## src/rtl/ssx_pkg.sv

```systemverilog
package ssx_pkg;
    typedef enum logic [1:0] {
        REG_CTRL = 2'd0,
        REG_STAT = 2'd1,
        REG_TXD  = 2'd2,
        REG_RXD  = 2'd3
    } ssx_reg_e;

    localparam int unsigned CTRL_TX = 0;
    localparam int unsigned CTRL_RX = 1;
    localparam int unsigned ST_RXF  = 0;
    localparam int unsigned ST_TXD  = 1;
    localparam int unsigned ST_OVR  = 2;
endpackage

```

## src/rtl/ssx_shifter.sv

```systemverilog
module ssx_shifter #(
    parameter int unsigned DATA_W  = 8,
    parameter int unsigned CLK_DIV = 4
) (
    input  logic              clk,
    input  logic              rst_n,
    input  logic              start_i,
    input  logic              start_tx_i,
    input  logic              start_rx_i,
    input  logic [DATA_W-1:0] load_i,
    input  logic              ser_in_i,
    output logic              busy_o,
    output logic              done_o,
    output logic              done_tx_o,
    output logic              done_rx_o,
    output logic [DATA_W-1:0] rx_byte_o,
    output logic              ser_clk_o,
    output logic              ser_out_o
);
    localparam int unsigned HALF   = CLK_DIV / 2;
    localparam int unsigned CW     = (HALF > 1) ? $clog2(HALF) : 1;
    localparam int unsigned PHASES = 2 * DATA_W;
    localparam int unsigned HW     = $clog2(PHASES);

    typedef struct packed {
        logic              busy;
        logic              sclk;
        logic [CW-1:0]     cnt;
        logic [HW-1:0]     ph;
        logic [DATA_W-1:0] txs;
        logic [DATA_W-1:0] rxs;
        logic              mtx;
        logic              mrx;
    } sh_t;

    sh_t sh_d, sh_q;
    logic tick, last;

    always_comb begin
        sh_d = sh_q;
        tick = (sh_q.cnt == CW'(HALF - 1));
        last = (sh_q.ph == HW'(PHASES - 1));
        if (sh_q.busy) begin
            if (tick) begin
                sh_d.cnt = '0;
                if (last) begin
                    sh_d.busy = 1'b0;
                    sh_d.sclk = 1'b1;
                end else begin
                    sh_d.ph = sh_q.ph + 1'b1;
                    if (!sh_q.ph[0]) begin
                        sh_d.sclk = 1'b1;
                        sh_d.rxs  = {sh_q.rxs[DATA_W-2:0], ser_in_i};
                    end else begin
                        sh_d.sclk = 1'b0;
                        sh_d.txs  = {sh_q.txs[DATA_W-2:0], 1'b0};
                    end
                end
            end else begin
                sh_d.cnt = sh_q.cnt + 1'b1;
            end
        end else if (start_i) begin
            sh_d.busy = 1'b1;
            sh_d.sclk = 1'b0;
            sh_d.cnt  = '0;
            sh_d.ph   = '0;
            sh_d.txs  = load_i;
            sh_d.mtx  = start_tx_i;
            sh_d.mrx  = start_rx_i;
        end
    end

    always_ff @(posedge clk) begin
        if (!rst_n) begin
            sh_q      <= '0;
            sh_q.sclk <= 1'b1;
        end else begin
            sh_q <= sh_d;
        end
    end

    assign busy_o    = sh_q.busy;
    assign done_o    = sh_q.busy && tick && last;
    assign done_tx_o = sh_q.mtx;
    assign done_rx_o = sh_q.mrx;
    assign rx_byte_o = sh_q.rxs;
    assign ser_clk_o = sh_q.sclk;
    assign ser_out_o = sh_q.txs[DATA_W-1];
endmodule

```

## src/rtl/ssx_regs.sv

```systemverilog
module ssx_regs
    import ssx_pkg::*;
#(
    parameter int unsigned DATA_W = 8
) (
    input  logic              clk,
    input  logic              rst_n,
    input  logic [1:0]        addr_i,
    input  logic              wr_i,
    input  logic              rd_i,
    input  logic [DATA_W-1:0] wdata_i,
    input  logic              busy_i,
    input  logic              done_i,
    input  logic              done_tx_i,
    input  logic              done_rx_i,
    input  logic [DATA_W-1:0] rx_byte_i,
    output logic [DATA_W-1:0] rdata_o,
    output logic              start_o,
    output logic              start_tx_o,
    output logic              start_rx_o,
    output logic [DATA_W-1:0] load_o,
    output logic [1:0]        ctrl_o,
    output logic              rx_full_o,
    output logic              tx_done_o,
    output logic              ovr_o,
    output logic [DATA_W-1:0] rxdata_o
);
    typedef struct packed {
        logic [1:0]        ctrl;
        logic              armed;
        logic              rxf;
        logic              txd;
        logic              ovr;
        logic              txf;
        logic [DATA_W-1:0] txbuf;
        logic [DATA_W-1:0] rxdat;
        logic [DATA_W-1:0] rdata;
    } rg_t;

    rg_t rg_d, rg_q;
    logic wr_ctrl, wr_stat, wr_tx, rd_rx;
    logic mode_tx, mode_rx;
    logic [1:0] new_ctrl;
    logic [DATA_W-1:0] stat_word;

    assign wr_ctrl  = wr_i && (addr_i == REG_CTRL);
    assign wr_stat  = wr_i && (addr_i == REG_STAT);
    assign wr_tx    = wr_i && (addr_i == REG_TXD);
    assign rd_rx    = rd_i && (addr_i == REG_RXD);
    assign mode_tx  = rg_q.ctrl[CTRL_TX];
    assign mode_rx  = rg_q.ctrl[CTRL_RX];
    assign new_ctrl = wdata_i[1:0];

    assign start_o    = !busy_i && rg_q.armed && !rg_q.ovr &&
                        (mode_tx ? rg_q.txf : (mode_rx && !rg_q.rxf));
    assign start_tx_o = mode_tx;
    assign start_rx_o = mode_rx;
    assign load_o     = mode_tx ? rg_q.txbuf : '1;

    always_comb begin
        stat_word         = '0;
        stat_word[ST_RXF] = rg_q.rxf;
        stat_word[ST_TXD] = rg_q.txd;
        stat_word[ST_OVR] = rg_q.ovr;
    end

    always_comb begin
        rg_d = rg_q;
        if (start_o && mode_tx) rg_d.txf = 1'b0;
        if (wr_tx) begin
            rg_d.txbuf = wdata_i;
            rg_d.txf   = 1'b1;
            rg_d.txd   = 1'b0;
        end
        if (wr_stat) begin
            if (!wdata_i[ST_OVR]) rg_d.ovr = 1'b0;
            if (!wdata_i[ST_TXD]) rg_d.txd = 1'b0;
        end
        if (rd_rx) rg_d.rxf = 1'b0;
        if (done_i && done_rx_i) begin
            if (rg_q.rxf && !rd_rx) begin
                rg_d.ovr = 1'b1;
            end else begin
                rg_d.rxf   = 1'b1;
                rg_d.rxdat = rx_byte_i;
            end
        end
        if (done_i && done_tx_i && !rg_q.txf && !wr_tx) rg_d.txd = 1'b1;
        if (wr_ctrl) begin
            if (new_ctrl == 2'b00) begin
                rg_d.ctrl  = 2'b00;
                rg_d.armed = 1'b0;
            end else if (rg_q.ctrl == 2'b00) begin
                rg_d.ctrl  = new_ctrl;
                rg_d.armed = !rg_q.rxf && !rg_q.txd && !rg_q.ovr;
            end
        end
        if (rd_i) begin
            case (addr_i)
                REG_CTRL: rg_d.rdata = {{(DATA_W-2){1'b0}}, rg_q.ctrl};
                REG_STAT: rg_d.rdata = stat_word;
                REG_TXD:  rg_d.rdata = rg_q.txbuf;
                default:  rg_d.rdata = rg_q.rxdat;
            endcase
        end
    end

    always_ff @(posedge clk) begin
        if (!rst_n) rg_q <= '0;
        else        rg_q <= rg_d;
    end

    assign rdata_o   = rg_q.rdata;
    assign ctrl_o    = rg_q.ctrl;
    assign rx_full_o = rg_q.rxf;
    assign tx_done_o = rg_q.txd;
    assign ovr_o     = rg_q.ovr;
    assign rxdata_o  = rg_q.rxdat;
endmodule

```

## src/rtl/ssx_xcvr.sv

```systemverilog
module ssx_xcvr #(
    parameter int unsigned DATA_W  = 8,
    parameter int unsigned CLK_DIV = 4
) (
    input  logic              clk,
    input  logic              rst_n,
    input  logic [1:0]        reg_addr,
    input  logic              reg_wr,
    input  logic              reg_rd,
    input  logic [DATA_W-1:0] reg_wdata,
    output logic [DATA_W-1:0] reg_rdata,
    output logic              ser_clk,
    output logic              ser_out,
    input  logic              ser_in
);
    logic              sh_busy, sh_done, sh_done_tx, sh_done_rx;
    logic [DATA_W-1:0] sh_rx_byte;
    logic              go, go_tx, go_rx;
    logic [DATA_W-1:0] go_load;
    logic [1:0]        st_ctrl;
    logic              st_rxf, st_txd, st_ovr;
    logic [DATA_W-1:0] st_rxdat;

    ssx_regs #(.DATA_W(DATA_W)) u_regs (
        .clk       (clk),
        .rst_n     (rst_n),
        .addr_i    (reg_addr),
        .wr_i      (reg_wr),
        .rd_i      (reg_rd),
        .wdata_i   (reg_wdata),
        .busy_i    (sh_busy),
        .done_i    (sh_done),
        .done_tx_i (sh_done_tx),
        .done_rx_i (sh_done_rx),
        .rx_byte_i (sh_rx_byte),
        .rdata_o   (reg_rdata),
        .start_o   (go),
        .start_tx_o(go_tx),
        .start_rx_o(go_rx),
        .load_o    (go_load),
        .ctrl_o    (st_ctrl),
        .rx_full_o (st_rxf),
        .tx_done_o (st_txd),
        .ovr_o     (st_ovr),
        .rxdata_o  (st_rxdat)
    );

    ssx_shifter #(.DATA_W(DATA_W), .CLK_DIV(CLK_DIV)) u_shift (
        .clk       (clk),
        .rst_n     (rst_n),
        .start_i   (go),
        .start_tx_i(go_tx),
        .start_rx_i(go_rx),
        .load_i    (go_load),
        .ser_in_i  (ser_in),
        .busy_o    (sh_busy),
        .done_o    (sh_done),
        .done_tx_o (sh_done_tx),
        .done_rx_o (sh_done_rx),
        .rx_byte_o (sh_rx_byte),
        .ser_clk_o (ser_clk),
        .ser_out_o (ser_out)
    );
endmodule

```

## config.mk

```make
export PLATFORM = sky130hd
export DESIGN_NAME = ssx_xcvr
export DESIGN_NICKNAME = d
export VERILOG_FILES = /design/src/rtl/ssx_pkg.sv /design/src/rtl/ssx_shifter.sv /design/src/rtl/ssx_regs.sv /design/src/rtl/ssx_xcvr.sv
export SDC_FILE = /design/constraint.sdc
export NUM_CORES = 1
export LEC_CHECK = 0
export BUFFER_PORTS_ARGS = -buffer_cell sky130_fd_sc_hd__buf_2
export CORE_ASPECT_RATIO = 0.7
export CORE_MARGIN = 2
export CORE_UTILIZATION = 55
export CTS_BUF_LIST = sky130_fd_sc_hd__clkbuf_4
export DETAILED_ROUTE_END_ITERATION = 12
export GPL_TIMING_DRIVEN = 0
export PLACE_DENSITY = 0.78
export SYNTH_ARGS = -nofsm -noshare
export SYNTH_HDL_FRONTEND = slang
export SYNTH_SLANG_ARGS = --single-unit
```

## constraint.sdc

```tcl
create_clock -name clk -period 1.7 [get_ports clk]
set_input_delay 0.255 -clock clk [delete_from_list [all_inputs] [get_ports clk]]
set_output_delay 0.255 -clock clk [all_outputs]
set_load 0.02 [all_outputs]
```

Word level (Yosys, flattened, before mapping)
Cells that the tools add are included.
Word-level totals
  flip-flop bits (word level): 56
  word-level logic and storage cells: 96
  output and inout port bits: 10
  input port bits: 15
Cells by class
  equal/unequal tests: 7
  bitwise logic cells: 4
  reductions and logical operators: 38
  $add $sub $neg: 2
  muxes and demuxes: 28
Operator list (count)
  $mux W20: 2
  $mux W15: 2
  $mux W8: 3
  $pmux W8 S3: 1
  $logic_and A1 B1 Y1: 18
  $mux W1: 15
  $mux W9: 1
  $reduce_and A2 Y1: 4
  $reduce_and A4 Y1: 2
  $logic_not A1 Y1: 7
  $logic_not A2 Y1: 3
  $mux W3: 2
  $ne A2 B2 Y1 const B: 3
  $reduce_bool A2 Y1: 3
  $add A4 B1 Y4 const B: 1
  $eq A2 B2 Y1 const B: 2
  $eq A4 B4 Y1 const B: 1
  $mux W2: 2
  $not A1 Y1: 4
  $reduce_and A3 Y1: 1
  $eq A2 B1 Y1 const B: 1
  $add A1 B1 Y1 const B: 1

Longest topological paths before layout
Gate-level depths: netlist (run 1).
  depth after elaboration: 7
  depth in mapped cells: 7
  depth with buffers taken out: 5

Cells and area by module
From an unflattened synthesis (run 1), not the netlist that was laid out.
Second synthesis, totals
  cells, all modules: 273
  area, all modules: 2686.3 sq um
By module, submodules not included
  ssx_regs: sequential area each 620.6 sq um, cells each 155, times used 1, area each 1510.2 sq um
  ssx_shifter: sequential area each 500.5 sq um, cells each 118, times used 1, area each 1176.1 sq um

Worst setup path before layout (run 1)
Ideal clock, no wire load.
  path type: reg2reg
  from: register u_shift.sh_q[18] (netlist bit)
  to: register u_shift.sh_q[15] (netlist bit)
  data required time: 1.605 ns
  cell stages (with the launch flop): 8
  path buffers: 2
  arrival: 1.545 ns
  setup slack: 0.059 ns
  period minus slack after synthesis: 1.641 ns
  library setup time: 0.095 ns
  cells stage by stage: dfxtp_1 ha_1 and3_1 clkbuf_1 nor2_2 buf_2 nand2_1 a221oi_1
Between the ends
  word-level cells in the longest chain between the ends: 3
  elaborated cells between the ends (all ways): 4
  classes of those cells: 3 x eq/ne; 1 x reduce/logical
Ends and longest elaborated chain
  from (decl): RTL line ssx_shifter.sv:36  | sh_t sh_d, sh_q;
  $eq A4 B4 Y1: RTL line ssx_shifter.sv:42  | last = (sh_q.ph == HW'(PHASES - 1));
  $ne A2 B2 Y1 (no line)
  $reduce_and A4 Y1 (no line) *
Every way passes the cells marked *; elsewhere a longest branch is shown, timed or not.
A chain may end at the register's enable or synchronous reset.

Final worst setup path (run 1)
  from: register u_regs.rg_q (netlist bit u_regs.rx_full_o)
  to: register u_shift.sh_q (netlist bit u_shift.done_tx_o)
Between the ends
  word-level cells in the longest chain between the ends: 5
Ends and longest elaborated chain
  from (decl): RTL line ssx_regs.sv:40  | rg_t rg_d, rg_q;
  from (signal assigned): RTL line ssx_regs.sv:110  | else rg_q <= rg_d;
  $logic_not A1 Y1: RTL line ssx_regs.sv:55  | (mode_tx ? rg_q.txf : (mode_rx && !rg_q.rxf));
  $logic_and A1 B1 Y1: RTL line ssx_regs.sv:55
  $mux W1: RTL line ssx_regs.sv:55
  $logic_and A1 B1 Y1: RTL line ssx_regs.sv:54  | assign start_o = !busy_i && rg_q.armed && !rg_q.ovr &&
  $reduce_and A2 Y1 (no line)
Every way passes these cells.

==> flow_summary.json, run 1 <==
{
  "fin_crit_ns": 1.65,
  "path_clk_slew_ns": 0.16,
  "drive_gt1_share_pct": 22.3,
  "worstSkewPairLatency_ns": 0.38,
  "grt_pass1_wl_mm": 9.44,
  "design_area_sq_um": 2900,
  "nNetsFinal": 329,
  "syn-num-nets": 296,
  "die_x_um": 84.1,
  "crit_path_end_kind": "register",
  "htree_levels": 2,
  "total_power_w": 0.00252,
  "slew-limit-headroom_pct": 58.9,
  "drc_errors": 0,
  "ir_worst_vdd_uv": 768,
  "start_util_pct": 57.1,
  "synthesis.area_sq_um": 2470,
  "io_buffers": 20,
  "antenna_found_initial": 0,
  "cp_slowest_cell": "or3b_2",
  "grt_max_degree": 18,
  "coreArea_sq_um": 4330,
  "placed_cell_area_sq_um": 2640,
  "synth-seq-cells": 56,
  "gp_congestion": 0.810,
  "grt_use_total_pct": 24.2,
  "viasPerCell": 5.72,
  "synth-seq-area-share_pct": 45.3,
  "rr_endpoint": "u_shift.done_tx_o",
  "worstSetupStartpointType": "register",
  "cp.required_ns": 1.97,
  "io_pins": 25,
  "synth_cell_types": 40,
  "syn-mean-instance-area_sq_um": 8.83,
  "power.density_nw_per_um2": 871,
  "cp.arrival_ns": 1.92,
  "crit_chain": "or3b_2 > a21o_1 > buf_6 > buf_8 > a21oi_1 > nor2_1",
  "rr_worst_depth": 6,
  "cts_tree": "yes",
  "grt_pass1_vias": 1892,
  "synth_ff_type": "dfxtp_1",
  "clk_path_buf_depth": 2,
  "antenna-diode-count": 0,
  "cp_max_fo": 10,
  "clock-sinks": 56,
  "yosysWarnings": 0,
  "fin_crit_sh_pct": 96.8,
  "maxCapViolCount": 0,
  "antenna_left": 0,
  "hold_violations": 0,
  "reg2reg_slack_ns": 0.05,
  "leakage_nw": 1.07,
  "rows": 20,
  "dr_total_vias": 2110,
  "crit-reg2reg-launch": "u_regs.rx_full_o",
  "worst_pin_slew_ns": 0.617,
  "syn_inst": 280,
  "cts_hold_buf": 0,
  "hold_path_depth": 3,
  "cts-root-buf": "clkbuf_4",
  "setup_viol": 0,
  "hold_end": "u_regs.rg_q[23]",
  "path_class": "register to register",
  "synth_edf_count": 0,
  "min_path_type": "input port to register",
  "dr.first_iter.drc_count": 183,
  "first_pass_iters": 4,
  "area_delta_synth_final_pct": 17.2,
  "cp.buffers_inverters": 2,
  "status": "completed",
  "numCtsBuffers": 5,
  "synthArstFlopShare_pct": 0,
  "drv_slew": 0,
  "grt_overflow": 0,
  "crit_family": "simple AND/OR/NAND/NOR gates",
  "fill_cells": 345,
  "cp_slowest_stage_delay_ns": 0.46,
  "fmax_mhz": 607,
  "dpl.hpwl_mm": 3.98,
  "final.setup_skew_ns": 0.0107,
  "hold_start": "reg_wdata[7]",
  "rsz0062_at_grt": "false",
  "die_area_sq_um": 5060,
  "die_h_um": 60.1,
  "wirelength_mm": 5.80,
  "wl_per_cell_um": 15.7
}
## cell usage in the layout (no fill, tap or decap), types with 2 or more instances in the layout
cell type,synthesis,layout
mux2i_1,25,25
dfxtp_2,0,3
a221oi_2,5,5
o21ai_0,8,8
nor3_1,4,3
inv_1,3,3
a211oi_1,2,2
buf_2,3,21
nand3b_1,2,2
clkbuf_4,0,5
mux2_2,2,2
a21oi_1,31,31
a221oi_1,2,2
clkbuf_1,11,10
buf_6,2,4
buf_12,0,2
o221ai_1,2,2
dfxtp_1,56,52
nand3_2,0,2
nand2_1,32,32
buf_4,9,14
nand3_1,17,15
o22ai_1,2,2
o31ai_1,7,7
nor2_1,36,36
bufinv_16,0,3
## power breakdown
part / total, W / switching, W / internal [W]
combinational: 0.000154 / 0.0000955 / 0.0000585
sequential: 0.00134 / 0.0000130 / 0.00133
clock: 0.00103 / 0.000422 / 0.000606
## sequential cells by signal (all words and copies together), names as in the netlist
name / flops
u_regs.rxdata_o: 8
u_shift.sh_q: 11
u_shift.ser_out_o: 1
u_shift.tick: 1
u_shift.ser_clk_o: 1
u_regs.rg_q: 10
u_regs.rx_full_o: 1
u_shift.rx_byte_o: 8
u_shift.done_tx_o: 1
u_shift.done_rx_o: 1
u_shift.busy_o: 1
u_regs.rdata_o: 8
u_regs.ctrl_o: 2
u_regs.tx_done_o: 1
u_regs.ovr_o: 1
## Yosys cell counts (3+ instances only)
| cell | count | share of area, % |
|---|---|---|
| dfxtp_1 | 56 | 45 |
| nor2_1 | 36 | 5.5 |
| nand2_1 | 32 | 4.9 |
| a21oi_1 | 31 | 6.3 |
| mux2i_1 | 25 | 10 |
| nand3_1 | 17 | 3.4 |
| clkbuf_1 | 11 | 1.7 |
| buf_4 | 9 | 2.7 |
| o21ai_0 | 8 | 1.6 |
| o31ai_1 | 7 | 2.1 |
| a221oi_2 | 5 | 3.0 |
| nor3_1 | 4 | 0.81 |
| buf_2 | 3 | 0.61 |
| inv_1 | 3 | 0.46 |
## timing repair
| item | in CTS | in global routing |
|---|---|---|
| buffers inserted | 3 | 3 |
| endpoints found under the setup margin | 25 | 25 |
| endpoints found under the hold margin | 0 | 0 |
| resized for setup | 5 | 16 |
| pin swaps | 1 | 0 |
| gates cloned | 0 | 1 |
## cell families (layout without fill, tap and decap cells)
kind of cell    after synthesis  in the layout  share of synthesized area (%)
compound gates               64             64                           17.6
fa+ha+maj                     1              1                          0.506
buf+inv                      30             64                           7.13
flops                        56             56                           45.3
mux                          27             27                           11.0
simple gates                102            102                           18.4
## routing by layer
metal / share of wire, % / vias up / track usage [%]
li1: - / 1053 / -
met5: 0 / - / 0
met3: 7.0 / 9 / 5.52
met2: 44 / 75 / 36.7
met4: 1.1 / 0 / 6.22
met1: 48 / 973 / 35.1
## per-stage QoR
stage                     util, %  setup TNS (ns)  worst slack [ns]  std cells  hold WS, ns
after detailed placement     61.0           -2.61            -0.192        355        0.464
final                        66.9               0            0.0536        369        0.107
after global placement       61.0           -1.68            -0.167        355        0.457
after floorplan                 -               0            0.0592        280        0.399
after CTS                    65.1               0            0.0165        365        0.107
after global routing         66.9               0           0.00759        369       0.0897
## worst register-to-register path, cell delays in order, from the launching register on
cell and delay [ns]:
dfxtp_1 0.40, or3b_2 0.46, a21o_1 0.20, buf_6 0.14, buf_8 0.15, a21oi_1 0.15, nor2_1 0.05
## worst max-delay path by stage
| stage | start | to | slack (ns) | depth (start not counted) |
|---|---|---|---|---|
| after floorplan | u_shift.sh_q[18] | u_shift.sh_q[15] | 0.06 | 7 |
| after global placement | u_shift.sh_q[18] | u_shift.sh_q[15] | -0.17 | 7 |
| after detailed placement | u_shift.sh_q[18] | u_shift.ser_out_o | -0.19 | 7 |
| after CTS | u_shift.busy_o | u_shift.ser_out_o | 0.02 | 6 |
| after global routing | u_shift.sh_q[19] | u_regs.rxdata_o[2] | 0.008 | 6 |
| final | u_regs.rx_full_o | u_shift.done_tx_o | 0.05 | 6 |
## area by class of cell
type	instances	area, sq um	area share (%)
multi-input combinational	194	1210	41.7
sequential	56	1130	39.0
timing repair buffer	27	178	6.13
buffer	26	174	6.00
clock inverter	3	90.1	3.11
tap	55	68.8	2.38
clock buffer	5	37.5	1.30
inverter	3	11.3	0.389
Power figures use the tool's default switching activity.
==> inputs of run 2 (changes only) <==
CORE_UTILIZATION = 35   (was 55)
PLACE_DENSITY = not set   (was 0.78)
==> flow_summary.json, run 2 (synthesis gave the netlist of run 1 again) <==
{
  "dr_total_vias": 2062,
  "io_buffers": 20,
  "crit_path_end_kind": "register",
  "htree_levels": 2,
  "path_clk_slew_ns": 0.17,
  "cp.required_ns": 2.00,
  "dpl.hpwl_mm": 4.22,
  "worstSetupStartpointType": "register",
  "hold_violations": 0,
  "clock-sinks": 56,
  "fill_cells": 708,
  "grt_max_degree": 18,
  "dr.first_iter.drc_count": 81,
  "cts_hold_buf": 0,
  "drc_errors": 0,
  "antenna_found_initial": 0,
  "worst_pin_slew_ns": 0.669,
  "fin_setup_tns_ns": 0,
  "grt_pass1_vias": 1851,
  "final.setup_skew_ns": 0.0217,
  "path_class": "register to register",
  "antenna-diode-count": 0,
  "design_area_sq_um": 2890,
  "cp_max_fo": 10,
  "drv_slew": 0,
  "area_delta_synth_final_pct": 16.9,
  "slew-limit-headroom_pct": 55.4,
  "io_pins": 25,
  "dp_slack_ns": -0.230,
  "cp_slowest_stage_delay_ns": 0.39,
  "ir_worst_vdd_uv": 468,
  "min_path_type": "input port to register",
  "start_util_pct": 36.4,
  "leakage_nw": 1.03,
  "die_x_um": 104,
  "crit_chain": "or3b_4 > buf_6 > a21o_1 > buf_6 > buf_8 > a221oi_2",
  "top_register": "u_shift.sh_q",
  "power.density_nw_per_um2": 772,
  "rows": 25,
  "dp.cells": 394,
  "grt_pass1_wl_mm": 9.43,
  "largest_reg_flops": 11,
  "crit_top_cell": "buf_6",
  "gp_congestion": 0.881,
  "wl_per_cell_um": 14.6,
  "finalNonFillerCells": 406,
  "placed_cell_area_sq_um": 2690,
  "setup_viol": 0,
  "cts_tree": "yes",
  "worstSkewPairLatency_ns": 0.38,
  "fin_crit_sh_pct": 96.9,
  "cp_slowest_cell": "dfxtp_4",
  "fin_crit_ns": 1.65,
  "nNetsFinal": 327,
  "finalWorstSetupSlack_ns": 0.0524,
  "fmax_mhz": 607,
  "wirelength_mm": 5.91,
  "viasPerCell": 5.08,
  "first_pass_iters": 4,
  "post-route-util_pct": 42.6,
  "status": "completed",
  "coreArea_sq_um": 6790,
  "drive_gt1_share_pct": 23.4,
  "grt_use_total_pct": 15.4,
  "die_h_um": 74.3,
  "die_area_sq_um": 7760,
  "layout_commonest_cell": "dfxtp_1",
  "reg2reg_slack_ns": 0.05,
  "maxCapViolCount": 0,
  "cp.arrival_ns": 1.95,
  "layout_common_cells": "dfxtp_1 (52), nor2_1 (36), nand2_1 (32)",
  "cts-root-buf": "clkbuf_4",
  "numCtsBuffers": 5,
  "largestRegisters": "u_shift.sh_q (11), u_regs.rg_q (10)",
  "clk_path_buf_depth": 2,
  "grt_overflow": 0,
  "antenna_left": 0
}
[run 2: final timing paths]
path,startpoint,end,cells past startpoint
setup / recovery,u_shift.busy_o,u_shift.sh_q[12],6
hold / removal,reg_wdata[6],u_regs.rg_q[22],3
setup reg to reg,u_shift.busy_o,u_shift.sh_q[12],6
hold reg to reg,u_shift.sh_q[10],u_shift.sh_q[11],2
[run 2: area by class of cell]
type                       instances  area (sq um)  area share, %
multi-input combinational        194          1230           42.6
sequential                        56          1130           39.1
buffer                            26           170           5.89
timing repair buffer              25           150           5.20
tap                               94           118           4.07
clock inverter                     3          42.5           1.47
clock buffer                       5          37.5           1.30
inverter                           3          11.3          0.390
[run 2: stage by stage]
stage	hold slack (ns)	power (W)
floorplan	0.399	0.00147
global placement	0.457	0.00152
detailed placement	0.458	0.00152
CTS	0.0916	0.00224
global route	0.0993	0.00231
finish	0.0957	0.00223
[run 2: report_power, final]
| group | switching (W) | internal [W] |
|---|---|---|
| Clock | 0.000428 | 0.000307 |
| Sequential | 0.0000127 | 0.00133 |
| Combinational | 0.0000954 | 0.0000567 |
[run 2: routing by layer]
layer	vias to the layer above	track usage, %	share of wire (%)
li1	1046	-	-
met1	963	23.3	53
met2	43	21.9	41
met3	10	3.24	4.2
met4	0	4.95	1.9
met5	-	0	0
[run 2: critical path: cells and delay by family, from the launching register on]
kind	cells	cell delay (ns)
simple gates	1	0.39
compound gates	2	0.38
buf+inv	3	0.42
flops	1	0.39
[run 2: repair_timing]
action | 4_1_cts | 5_1_grt
cloned | 1 | 0
pin swaps | 2 | 2
gates resized for setup | 8 | 15
setup buffers | 2 | 2
endpoints found under the setup margin | 25 | 27
endpoints found under the hold margin | 0 | 0
==> inputs of run 3 (changes only) <==
ABC_AREA = 1   (was not set)
BUFFER_PORTS_ARGS = -buffer_cell sky130_fd_sc_hd__clkbuf_2   (was -buffer_cell sky130_fd_sc_hd__buf_2)
==> flow_summary.json, run 3 <==
{
  "cts_hold_buf": 0,
  "crit_path_end_kind": "register",
  "die_x_um": 105,
  "top_register": "u_shift.sh_q",
  "grt_overflow": 0,
  "multi_input_area_sq_um": 1110,
  "comb_power_share_pct": 9.2,
  "synth_cell_types": 31,
  "antenna_found_initial": 0,
  "drive_gt1_share_pct": 17.4,
  "worstSkewPairLatency_ns": 0.38,
  "layout_common_cells": "nand2_1 (57), nor2_1 (53), dfxtp_1 (53)",
  "maxCapViolCount": 0,
  "largest_reg_flops": 11,
  "min_path_type": "input port to register",
  "placed_cell_area_sq_um": 2720,
  "synth_edf_count": 0,
  "largestRegisters": "u_shift.sh_q (11), u_regs.rg_q (10)",
  "yosysMostFrequentCell": "nand2_1",
  "dr_total_vias": 2261,
  "clock_power_share_pct": 27.9,
  "hold_path_depth": 3,
  "antenna-diode-count": 0,
  "syn-num-nets": 358,
  "fin_setup_tns_ns": 0,
  "antenna_left": 0,
  "syn-mean-instance-area_sq_um": 7.26,
  "synth-seq-cells": 56,
  "fill_cells": 749,
  "p_int_w": 0.00158,
  "path_clk_slew_ns": 0.17,
  "fmax_mhz": 625,
  "yosys-top-cells-count": "nand2_1 (58), dfxtp_1 (56), nor2_1 (53), inv_1 (36), a21oi_1 (32)",
  "p_sw_w": 0.000573,
  "final.setup_skew_ns": 0.0225,
  "cp.required_ns": 2.00,
  "drc_errors": 0,
  "status": "completed",
  "area_delta_synth_final_pct": 14.1,
  "die_h_um": 74.5,
  "leakage_nw": 1.23,
  "yosysWarnings": 0,
  "register_area_sq_um": 1130,
  "layout_commonest_cell": "nand2_1",
  "gp_congestion": 0.836,
  "rr_worst_depth": 7,
  "synth_ff_type": "dfxtp_1",
  "grt_max_degree": 17,
  "rsz0062_at_grt": "false",
  "path_class": "register to register",
  "rows": 25,
  "drv_slew": 0,
  "clock-sinks": 56,
  "setup_viol": 0,
  "fin_crit_ns": 1.60,
  "ir_worst_vdd_uv": 277,
  "htree_levels": 2,
  "nNetsFinal": 394,
  "finalNonFillerCells": 473,
  "worstSetupStartpointType": "register",
  "synth-seq-area-share_pct": 45.2,
  "grt_pass1_wl_mm": 10.0,
  "first_pass_iters": 5,
  "viasPerCell": 4.78,
  "synthesis.area_sq_um": 2480,
  "cts_tree": "yes",
  "synth_area_leaders": "dfxtp_1 (45%), nand2_1 (8.8%), nor2_1 (8.0%)",
  "grt_pass1_vias": 2004,
  "coreArea_sq_um": 6820,
  "numCtsBuffers": 5,
  "slew-limit-headroom_pct": 62.0,
  "dr.first_iter.drc_count": 142,
  "synthArstFlopShare_pct": 0,
  "total_power_w": 0.00216,
  "syn_inst": 342,
  "design_area_sq_um": 2830,
  "holdWs_ns": 0.0942,
  "synth_largest_area_cell": "dfxtp_1",
  "start_util_pct": 36.4,
  "cts-root-buf": "clkbuf_4",
  "yosysTopAreaCellShare_pct": 45.2,
  "dp.cells": 460,
  "worst_pin_slew_ns": 0.564,
  "fin_crit_sh_pct": 94.1,
  "io_pins": 25,
  "die_area_sq_um": 7790,
  "io_buffers": 24,
  "cp.arrival_ns": 1.90,
  "switching_share_pct": 26.6,
  "hold_violations": 0,
  "pwr-share-seq_pct": 62.9,
  "grt_use_total_pct": 16.5,
  "power.density_nw_per_um2": 762,
  "wl_per_cell_um": 12.9,
  "cp_max_fo": 10,
  "dpl.hpwl_mm": 4.49,
  "clk_path_buf_depth": 2,
  "wirelength_mm": 6.09
}
## run 3: cell types whose count changed after synthesis, moves of 3 or more
| cell | previous run | this run |
|---|---|---|
| a221oi_2 | 5 | 0 |
| nand2_1 | 32 | 58 |
| clkbuf_1 | 11 | 6 |
| nor2_1 | 36 | 53 |
| o31ai_1 | 7 | 1 |
| inv_1 | 3 | 36 |
| o21ai_0 | 8 | 31 |
| nand3_1 | 17 | 20 |
| mux2i_1 | 25 | 0 |
| o22ai_1 | 2 | 9 |
## run 3: final cells by class
type                    count  share of cell area [%]
flip-flops and latches     56                    39.8
multi-input cells         228                    39.3
repair buffers             29                    5.57
inverters                  40                    5.39
well taps                  94                    4.15
plain buffers              18                    3.84
clock buffers               6                    1.59
clock inverters             2                   0.398
## run 3: per-stage QoR
step | setup WS [ns] | util [%]
2_1_floorplan | 0.0362 | -
3_3_place_gp | -0.321 | 39.9
3_5_place_dp | -0.325 | 39.9
4_1_cts | 0.0253 | 41.1
5_1_grt | 0.00383 | 41.5
6_report | 0.0998 | 41.5
## run 3: final timing paths
check	from	end	slack, ns
max	u_shift.sh_q[18]	u_regs.rxdata_o[5]	0.1
min	ser_in	u_shift.rx_byte_o[0]	0.09
max reg2reg	u_shift.sh_q[18]	u_regs.rxdata_o[5]	0.1
min reg2reg	u_regs.rg_q[28]	u_regs.rg_q[28]	0.46
## run 3: logic make-up (layout without fill, tap and decap cells)
family	count (synthesis)	in the layout	share of synthesized area (%)
AOI/OAI and AO/OA	76	76	16.3
buffers and inverters	58	95	10.5
adders and majority gates	1	1	0.504
DFF	56	56	45.2
and+or+nand+nor	151	151	27.5
## run 3: metal layers
layer	up-vias	global-route usage, %	share of wire, %
met1	1039	25.0	56
met3	4	3.51	3.2
met4	0	4.44	0.95
li1	1184	-	-
met2	34	23.6	40
met5	-	0	0
## run 3: what timing repair did
action | 4_1_cts | 5_1_grt
pin swaps | 2 | 2
endpoints found under the setup margin | 20 | 10
resized for setup | 6 | 4
buffers inserted | 2 | 3
## run 3: power groups by stage
| stage | clock network, W | registers [W] | logic (W) |
|---|---|---|---|
| CTS | 0.000623 | 0.00136 | 0.000196 |
| detailed placement | 0 | 0.00139 | 0.000194 |
| global route | 0.000679 | 0.00136 | 0.000224 |
| floorplan | 0 | 0.00138 | 0.000127 |
| global placement | 0 | 0.00139 | 0.000192 |
| finish | 0.000601 | 0.00136 | 0.000199 |
## run 3: worst max-delay path, stage by stage, from the launching register on
cell and delay [ns]:
dfxtp_4 0.39, ha_2 0.22, nand3_4 0.14, nor3_4 0.23, nand2_1 0.08, buf_2 0.19
o21ai_1 0.22, a21oi_1 0.06
